## src/rtl/ase_pkg.sv

```systemverilog
package ase_pkg;
    localparam int MACVID_W  = 64;
    localparam int FWD_W     = 32;
    localparam int HREG_W    = 32;
    localparam int NSLOT     = 2;
    localparam int SEL_W     = (NSLOT > 1) ? $clog2(NSLOT) : 1;

    localparam int FWD_VALID = 16;
    localparam int CTRL_GO   = 7;
    localparam int CTRL_VSEL = 6;
    localparam int CTRL_RDY  = 0;

    typedef enum logic [2:0] {
        W_CTRL   = 3'd0,
        W_S0_LO  = 3'd1,
        W_S0_HI  = 3'd2,
        W_S0_FWD = 3'd3,
        W_S1_LO  = 3'd4,
        W_S1_HI  = 3'd5,
        W_S1_FWD = 3'd6,
        W_RSVD   = 3'd7
    } word_e;

    typedef struct packed {
        logic [MACVID_W-1:0] macvid;
        logic [FWD_W-1:0]    fwd;
    } entry_t;

    typedef enum logic [1:0] {
        SC_IDLE = 2'd0,
        SC_SCAN = 2'd1,
        SC_HOLD = 2'd2
    } scan_st_e;
endpackage

```

## src/rtl/ase_result_slots.sv

```systemverilog
module ase_result_slots
    import ase_pkg::*;
(
    input  logic                         clk,
    input  logic                         rst_n,
    input  logic                         clr,
    input  logic                         cap_en,
    input  logic [SEL_W-1:0]             cap_sel,
    input  entry_t                       din,
    output entry_t [NSLOT-1:0]           slots
);
    entry_t [NSLOT-1:0] slots_d, slots_q;

    always_comb begin
        slots_d = slots_q;
        for (int i = 0; i < NSLOT; i++) begin
            if (clr) begin
                slots_d[i] = '0;
            end else if (cap_en && (cap_sel == SEL_W'(i))) begin
                slots_d[i] = din;
            end
        end
    end

    always_ff @(posedge clk or negedge rst_n) begin
        if (!rst_n) slots_q <= '0;
        else        slots_q <= slots_d;
    end

    assign slots = slots_q;
endmodule

```

## src/rtl/ase_scan_ctrl.sv

```systemverilog
module ase_scan_ctrl
    import ase_pkg::*;
#(
    parameter int DEPTH = 1024,
    parameter int AW    = $clog2(DEPTH)
) (
    input  logic             clk,
    input  logic             rst_n,
    input  logic             start_req,
    input  logic             ack,
    input  logic             rsp_valid_bit,
    output logic             tbl_rd_en,
    output logic [AW-1:0]    tbl_rd_addr,
    output logic             busy,
    output logic             rdy,
    output logic             cap_en,
    output logic [SEL_W-1:0] cap_sel,
    output logic             clr
);
    localparam logic [AW:0]      DEPTH_W  = (AW+1)'(DEPTH);
    localparam logic [SEL_W-1:0] LAST_SEL = SEL_W'(NSLOT-1);

    typedef struct packed {
        scan_st_e         st;
        logic [AW:0]      ptr;
        logic             pend;
        logic [AW-1:0]    pidx;
        logic [SEL_W-1:0] fill;
        logic             fin;
        logic             rdy;
    } ctl_t;

    ctl_t ctl_d, ctl_q;
    logic hit, more, last_slot;

    always_comb begin
        ctl_d     = ctl_q;
        clr       = 1'b0;
        cap_en    = 1'b0;
        tbl_rd_en = 1'b0;
        hit       = ctl_q.pend && rsp_valid_bit;
        more      = (ctl_q.ptr < DEPTH_W);
        last_slot = (ctl_q.fill == LAST_SEL);
        unique case (ctl_q.st)
            SC_IDLE: begin
                if (start_req) begin
                    ctl_d.st   = SC_SCAN;
                    ctl_d.ptr  = '0;
                    ctl_d.pend = 1'b0;
                    ctl_d.fill = '0;
                    ctl_d.fin  = 1'b0;
                    ctl_d.rdy  = 1'b0;
                    clr        = 1'b1;
                end
            end
            SC_SCAN: begin
                cap_en = hit;
                if (hit && last_slot) begin
                    ctl_d.st   = SC_HOLD;
                    ctl_d.rdy  = 1'b1;
                    ctl_d.pend = 1'b0;
                    ctl_d.fill = '0;
                    ctl_d.ptr  = (AW+1)'(ctl_q.pidx) + 1'b1;
                end else if (!more && !ctl_q.pend) begin
                    if (ctl_q.fill != '0) begin
                        ctl_d.st   = SC_HOLD;
                        ctl_d.rdy  = 1'b1;
                        ctl_d.fin  = 1'b1;
                        ctl_d.fill = '0;
                    end else begin
                        ctl_d.st = SC_IDLE;
                    end
                end else begin
                    tbl_rd_en  = more;
                    ctl_d.pend = more;
                    ctl_d.pidx = ctl_q.ptr[AW-1:0];
                    if (more) ctl_d.ptr  = ctl_q.ptr + 1'b1;
                    if (hit)  ctl_d.fill = ctl_q.fill + 1'b1;
                end
            end
            SC_HOLD: begin
                if (ack) begin
                    ctl_d.rdy = 1'b0;
                    ctl_d.fin = 1'b0;
                    ctl_d.st  = ctl_q.fin ? SC_IDLE : SC_SCAN;
                    clr       = 1'b1;
                end
            end
            default: ctl_d.st = SC_IDLE;
        endcase
    end

    always_ff @(posedge clk or negedge rst_n) begin
        if (!rst_n) ctl_q <= '{st: SC_IDLE, default: '0};
        else        ctl_q <= ctl_d;
    end

    assign tbl_rd_addr = ctl_q.ptr[AW-1:0];
    assign busy        = (ctl_q.st != SC_IDLE);
    assign rdy         = ctl_q.rdy;
    assign cap_sel     = ctl_q.fill;
endmodule

```

## src/rtl/ase_host_regs.sv

```systemverilog
module ase_host_regs
    import ase_pkg::*;
(
    input  logic               clk,
    input  logic               rst_n,
    input  logic               host_we,
    input  logic               host_re,
    input  logic [2:0]         host_addr,
    input  logic [HREG_W-1:0]  host_wdata,
    input  logic               busy,
    input  logic               rdy,
    input  entry_t [NSLOT-1:0] slots,
    output logic [HREG_W-1:0]  host_rdata,
    output logic               start_req,
    output logic               ack
);
    typedef struct packed {
        logic vsel;
    } hreg_t;

    hreg_t hreg_d, hreg_q;
    word_e widx;

    always_comb begin
        widx      = word_e'(host_addr);
        hreg_d    = hreg_q;
        start_req = host_we && (widx == W_CTRL) && host_wdata[CTRL_GO] && !busy;
        ack       = host_re && (widx == W_S1_FWD) && rdy;
        if (host_we && (widx == W_CTRL)) hreg_d.vsel = host_wdata[CTRL_VSEL];

        host_rdata = '0;
        unique case (widx)
            W_CTRL: begin
                host_rdata[CTRL_GO]   = busy;
                host_rdata[CTRL_VSEL] = hreg_q.vsel;
                host_rdata[CTRL_RDY]  = rdy;
            end
            W_S0_LO:  host_rdata = slots[0].macvid[31:0];
            W_S0_HI:  host_rdata = slots[0].macvid[63:32];
            W_S0_FWD: host_rdata = slots[0].fwd;
            W_S1_LO:  host_rdata = slots[1].macvid[31:0];
            W_S1_HI:  host_rdata = slots[1].macvid[63:32];
            W_S1_FWD: host_rdata = slots[1].fwd;
            default:  host_rdata = '0;
        endcase
    end

    always_ff @(posedge clk or negedge rst_n) begin
        if (!rst_n) hreg_q <= '0;
        else        hreg_q <= hreg_d;
    end
endmodule

```

## src/rtl/addr_scan_engine.sv

```systemverilog
module addr_scan_engine
    import ase_pkg::*;
#(
    parameter int DEPTH = 1024,
    parameter int AW    = $clog2(DEPTH)
) (
    input  logic              clk,
    input  logic              rst_n,
    input  logic              host_we,
    input  logic              host_re,
    input  logic [2:0]        host_addr,
    input  logic [31:0]       host_wdata,
    output logic [31:0]       host_rdata,
    output logic              tbl_rd_en,
    output logic [AW-1:0]     tbl_rd_addr,
    input  logic [63:0]       tbl_rd_macvid,
    input  logic [31:0]       tbl_rd_fwd
);
    entry_t              rsp;
    entry_t [NSLOT-1:0]  slots;
    logic                start_req, ack, busy, rdy, cap_en, clr;
    logic [SEL_W-1:0]    cap_sel;

    assign rsp.macvid = tbl_rd_macvid;
    assign rsp.fwd    = tbl_rd_fwd;

    ase_host_regs u_regs (
        .clk        (clk),
        .rst_n      (rst_n),
        .host_we    (host_we),
        .host_re    (host_re),
        .host_addr  (host_addr),
        .host_wdata (host_wdata),
        .busy       (busy),
        .rdy        (rdy),
        .slots      (slots),
        .host_rdata (host_rdata),
        .start_req  (start_req),
        .ack        (ack)
    );

    ase_scan_ctrl #(.DEPTH(DEPTH), .AW(AW)) u_ctrl (
        .clk           (clk),
        .rst_n         (rst_n),
        .start_req     (start_req),
        .ack           (ack),
        .rsp_valid_bit (tbl_rd_fwd[FWD_VALID]),
        .tbl_rd_en     (tbl_rd_en),
        .tbl_rd_addr   (tbl_rd_addr),
        .busy          (busy),
        .rdy           (rdy),
        .cap_en        (cap_en),
        .cap_sel       (cap_sel),
        .clr           (clr)
    );

    ase_result_slots u_slots (
        .clk     (clk),
        .rst_n   (rst_n),
        .clr     (clr),
        .cap_en  (cap_en),
        .cap_sel (cap_sel),
        .din     (rsp),
        .slots   (slots)
    );
endmodule

```

## config.mk

```make
export PLATFORM = sky130hd
export DESIGN_NAME = addr_scan_engine
export DESIGN_NICKNAME = d
export VERILOG_FILES = /design/src/rtl/ase_pkg.sv /design/src/rtl/ase_result_slots.sv /design/src/rtl/ase_scan_ctrl.sv /design/src/rtl/ase_host_regs.sv /design/src/rtl/addr_scan_engine.sv
export SDC_FILE = /design/constraint.sdc
export NUM_CORES = 1
export LEC_CHECK = 0
export BUFFER_PORTS_ARGS = -buffer_cell sky130_fd_sc_hd__clkbuf_2
export CAP_MARGIN = 40
export CORE_MARGIN = 2
export CORE_UTILIZATION = 45
export DETAILED_ROUTE_END_ITERATION = 6
export HOLD_SLACK_MARGIN = 0.12
export PLACE_DENSITY = 0.7
export SYNTH_ARGS = -nofsm -noshare
export SYNTH_HDL_FRONTEND = slang
export SYNTH_SLANG_ARGS = --single-unit
```

## constraint.sdc

```tcl
create_clock -name clk -period 3.4 [get_ports clk]
set_input_delay 0.51 -clock clk [delete_from_list [all_inputs] [get_ports clk]]
set_output_delay 0.51 -clock clk [all_outputs]
set_load 0.05 [all_outputs]
```

==> results_dict.tcl <==
set metrics [dict create \
    status "finished clean" \
    finalSetupViolations 0 \
    crit_slowest_cell "dfrtp_1" \
    holdWs_ps 204 \
    met1_length_um 12600 \
    ir_worst_vdd_uv 431 \
    clock_latency_ps 530 \
    highest_layer "met4" \
    path_max_fanout 12 \
    track_usage_pct 23.5 \
    detail-route-antenna-nets 0 \
    hold_viol 0 \
    cp_data_required_time_ps 2890 \
    async_reset_ff_share_pct 100 \
    fin_nets 1419 \
    fin_crit_ps 2930 \
    fillers 2084 \
    worst_slack_ps 475 \
    worstSetupStartpoint "u_ctrl.ctl_q[25]$_DFFE_PN0P_" \
    yosys_warnings 0 \
    cap_violations 0 \
    yosysSeqAreaShare_pct 53.6 \
    drc_errors 0 \
    synth_cell_types 47 \
    cp_cell_sequence "nand2b_1, or3_1, inv_1, clkbuf_2" \
    crit_arrival_ps 2420 \
    overflow 0 \
    synthesis.nets 1328 \
    register_area_mm2 0.00551 \
    multi_input_area_mm2 0.00430 \
    r2r_slack_ps 1200 \
    drv_slew 0 \
    viasPerCell 5.69 \
    placed_area_mm2 0.0112 \
    cp-end-kind "output port" \
    critPathKind "reg2out" \
    port_buffers 147 \
    fin_tns_setup_ps 0 \
    p_leak_nw 5.50 \
    wl_met2_um 13500 \
    rsz0062_at_grt "false" \
    fp-row-count 55 \
    yosys_most_used_dff "dfrtp_1" \
    vias 9013 \
    initial_core_util_pct 45.6 \
    stdcell_area_mm2 0.0120 \
    grt_max_degree 110 \
    r2r-start "u_ctrl.ctl_q[25]$_DFFE_PN0P_" \
    drive_gt1_share_pct 17.1 \
    root_buffer "clkbuf_16" \
    rr_endpoint "u_ctrl.tbl_rd_addr[3]$_DFFE_PN0P_" \
    ios 178 \
    grt_pass1_wl_um 45900 \
    htree_levels 1 \
    totalWireLength_um 28600 \
    drtIter0Drc 831 \
    dieArea_mm2 0.0240 \
    first_global_vias 8718 \
    syn_avg_cell_area_um2 8.62 \
    die_width_um 155 \
    clock_sinks 220 \
    antenna_found_initial 0 \
    min_path_type "in2reg" \
    synth.top_cell.area_share_pct 53.6 \
    reg2regPathDepth 4 \
    gp_congestion 0.825 \
    synth.area.top_cells "dfrtp_1 (54%), nand2_1 (15%), a21oi_1 (9.7%), a22oi_1 (6.6%), clkbuf_1 (2.0%)" \
    fin_crit_sh_pct 86.0 \
    synth_edf_count 0 \
    synth_area_leader_cell "dfrtp_1" \
    clkTransAtPathRegs_ps 60 \
    powerDensity_mw_per_mm2 771 \
    area_delta_synth_final_pct 17.1 \
    startpoint_type "flip-flop" \
    syn-instance-count 1191 \
    max_stage_delay_ps 550 \
    antenna_cells 0 \
    clock-skew-final_ps 13.0 \
    postCtsSetupRepairBufs 0 \
    clk_path_buf_depth 3 \
    cts_made_buffers 25 \
    wl_met3_um 2060 \
    endpoint "tbl_rd_en" \
    firstDrtPassIters 5 \
    ys_seq_elements 220 \
    slew_headroom_pct 45.4 \
    hpwl_um 16700 \
    die_y_um 155 \
    netlist_area_mm2 0.0103 \
    place_worst_setup_slack_ps 647 \
    tightest_slew_ps 818 \
    cts_tree "yes" \
    core_mm2 0.0225 \
    fmax_mhz 342 \
    wl_per_cell_um 18.1 \
]
-- where the power goes --
group | total (W) | leakage [nW] | switching [W] | internal [W]
Clock | 0.00266 | 0.392 | 0.00107 | 0.00159
Sequential | 0.00416 | 2.97 | 0.000580 | 0.00358
Combinational | 0.00245 | 2.14 | 0.00157 | 0.000881
Total | 0.00927 | 5.50 | 0.00322 | 0.00606
-- cells in the mapped netlist (all sizes together) (6+ instances only) --
library cell and n:
a21oi 200, a22oi 90, buf 51, clkbuf 54, dfrtp 220, inv 7
nand2 418, nand3 40, nor2 12, nor3 7, o21ai 13, or3 6
-- placed cells by master, fill, tap and decap left out, types with 7 or more instances in the layout --
cell type,instances
a21oi_1,200
a22oi_1,90
buf_12,10
buf_4,11
clkbuf_1,9
clkbuf_16,25
clkbuf_2,146
dfrtp_1,220
inv_1,7
nand2_1,417
nand3_1,40
nor2_1,10
o21ai_0,13
-- area by class of cell --
cell class                 count  area share, %
sequential                   220           45.8
clock inverter                 6          0.697
timing repair buffer         169           8.64
multi-input combinational    859           35.7
tap                          285           2.97
inverter                       7          0.219
clock buffer                  38           5.94
-- stage by stage --
step	instances	utilization, %	power [W]
after floorplan	1191	-	0.00595
after global placement	1539	49.8	0.00654
after detailed placement	1539	49.8	0.00665
after CTS	1584	53.4	0.00933
after global routing	1584	53.4	0.00982
final	1584	53.4	0.00927
-- registers in the layout, indices dropped and copies added (netlist names) --
signal	flops
u_slots.slots	192
u_ctrl.ctl_q	15
u_ctrl.tbl_rd_addr	10
u_regs.hreg_q	1
u_ctrl.cap_sel	1
u_ctrl.rdy	1
-- metal layers --
metal  GRT usage, %  up-vias
met2           38.5      304
met1           33.2     4427
li1               -     4243
met4           4.41        0
met3           4.21       39
met5              0        -
-- how the worst min path moves through the flow --
stage	from	endpoint	slack (ps)	cells past startpoint
floorplan	rst_n	u_ctrl.cap_sel$_DFFE_PN0P_	210	0
global placement	rst_n	u_ctrl.tbl_rd_addr[7]$_DFFE_PN0P_	470	1
detailed placement	rst_n	u_ctrl.tbl_rd_addr[7]$_DFFE_PN0P_	470	1
CTS	tbl_rd_macvid[26]	u_slots.slots[154]$_DFFE_PN0P_	190	3
global route	tbl_rd_macvid[60]	u_slots.slots[188]$_DFFE_PN0P_	200	3
finish	tbl_rd_macvid[25]	u_slots.slots[153]$_DFFE_PN0P_	200	3
-- logic make-up (layout without fill, tap and decap cells) --
kind of cell / Yosys count / count (layout) / share of synthesized area, %
xor gates and xnor gates: 6 / 6 / 0.512
and+or+nand+nor: 517 / 517 / 20.9
DFF: 220 / 220 / 53.6
adders and majority gates: 2 / 2 / 0.244
muxes: 5 / 5 / 0.536
AOI/OAI and AO/OA: 329 / 329 / 19.2
buffers and inverters: 112 / 220 / 5.00
-- worst max-delay path: cells and delay by family, from the launching register on --
kind          cells  cell delay (ps)
simple gates      2              860
flops             1              550
buf+inv           2              480
-- repair_timing --
action                                  CTS  global route
gates resized for setup                   0             0
hold buffers                              1             0
endpoints found under the setup margin    0             0
hold endpoints to repair                 56             0
Power figures use the tool's default switching activity.
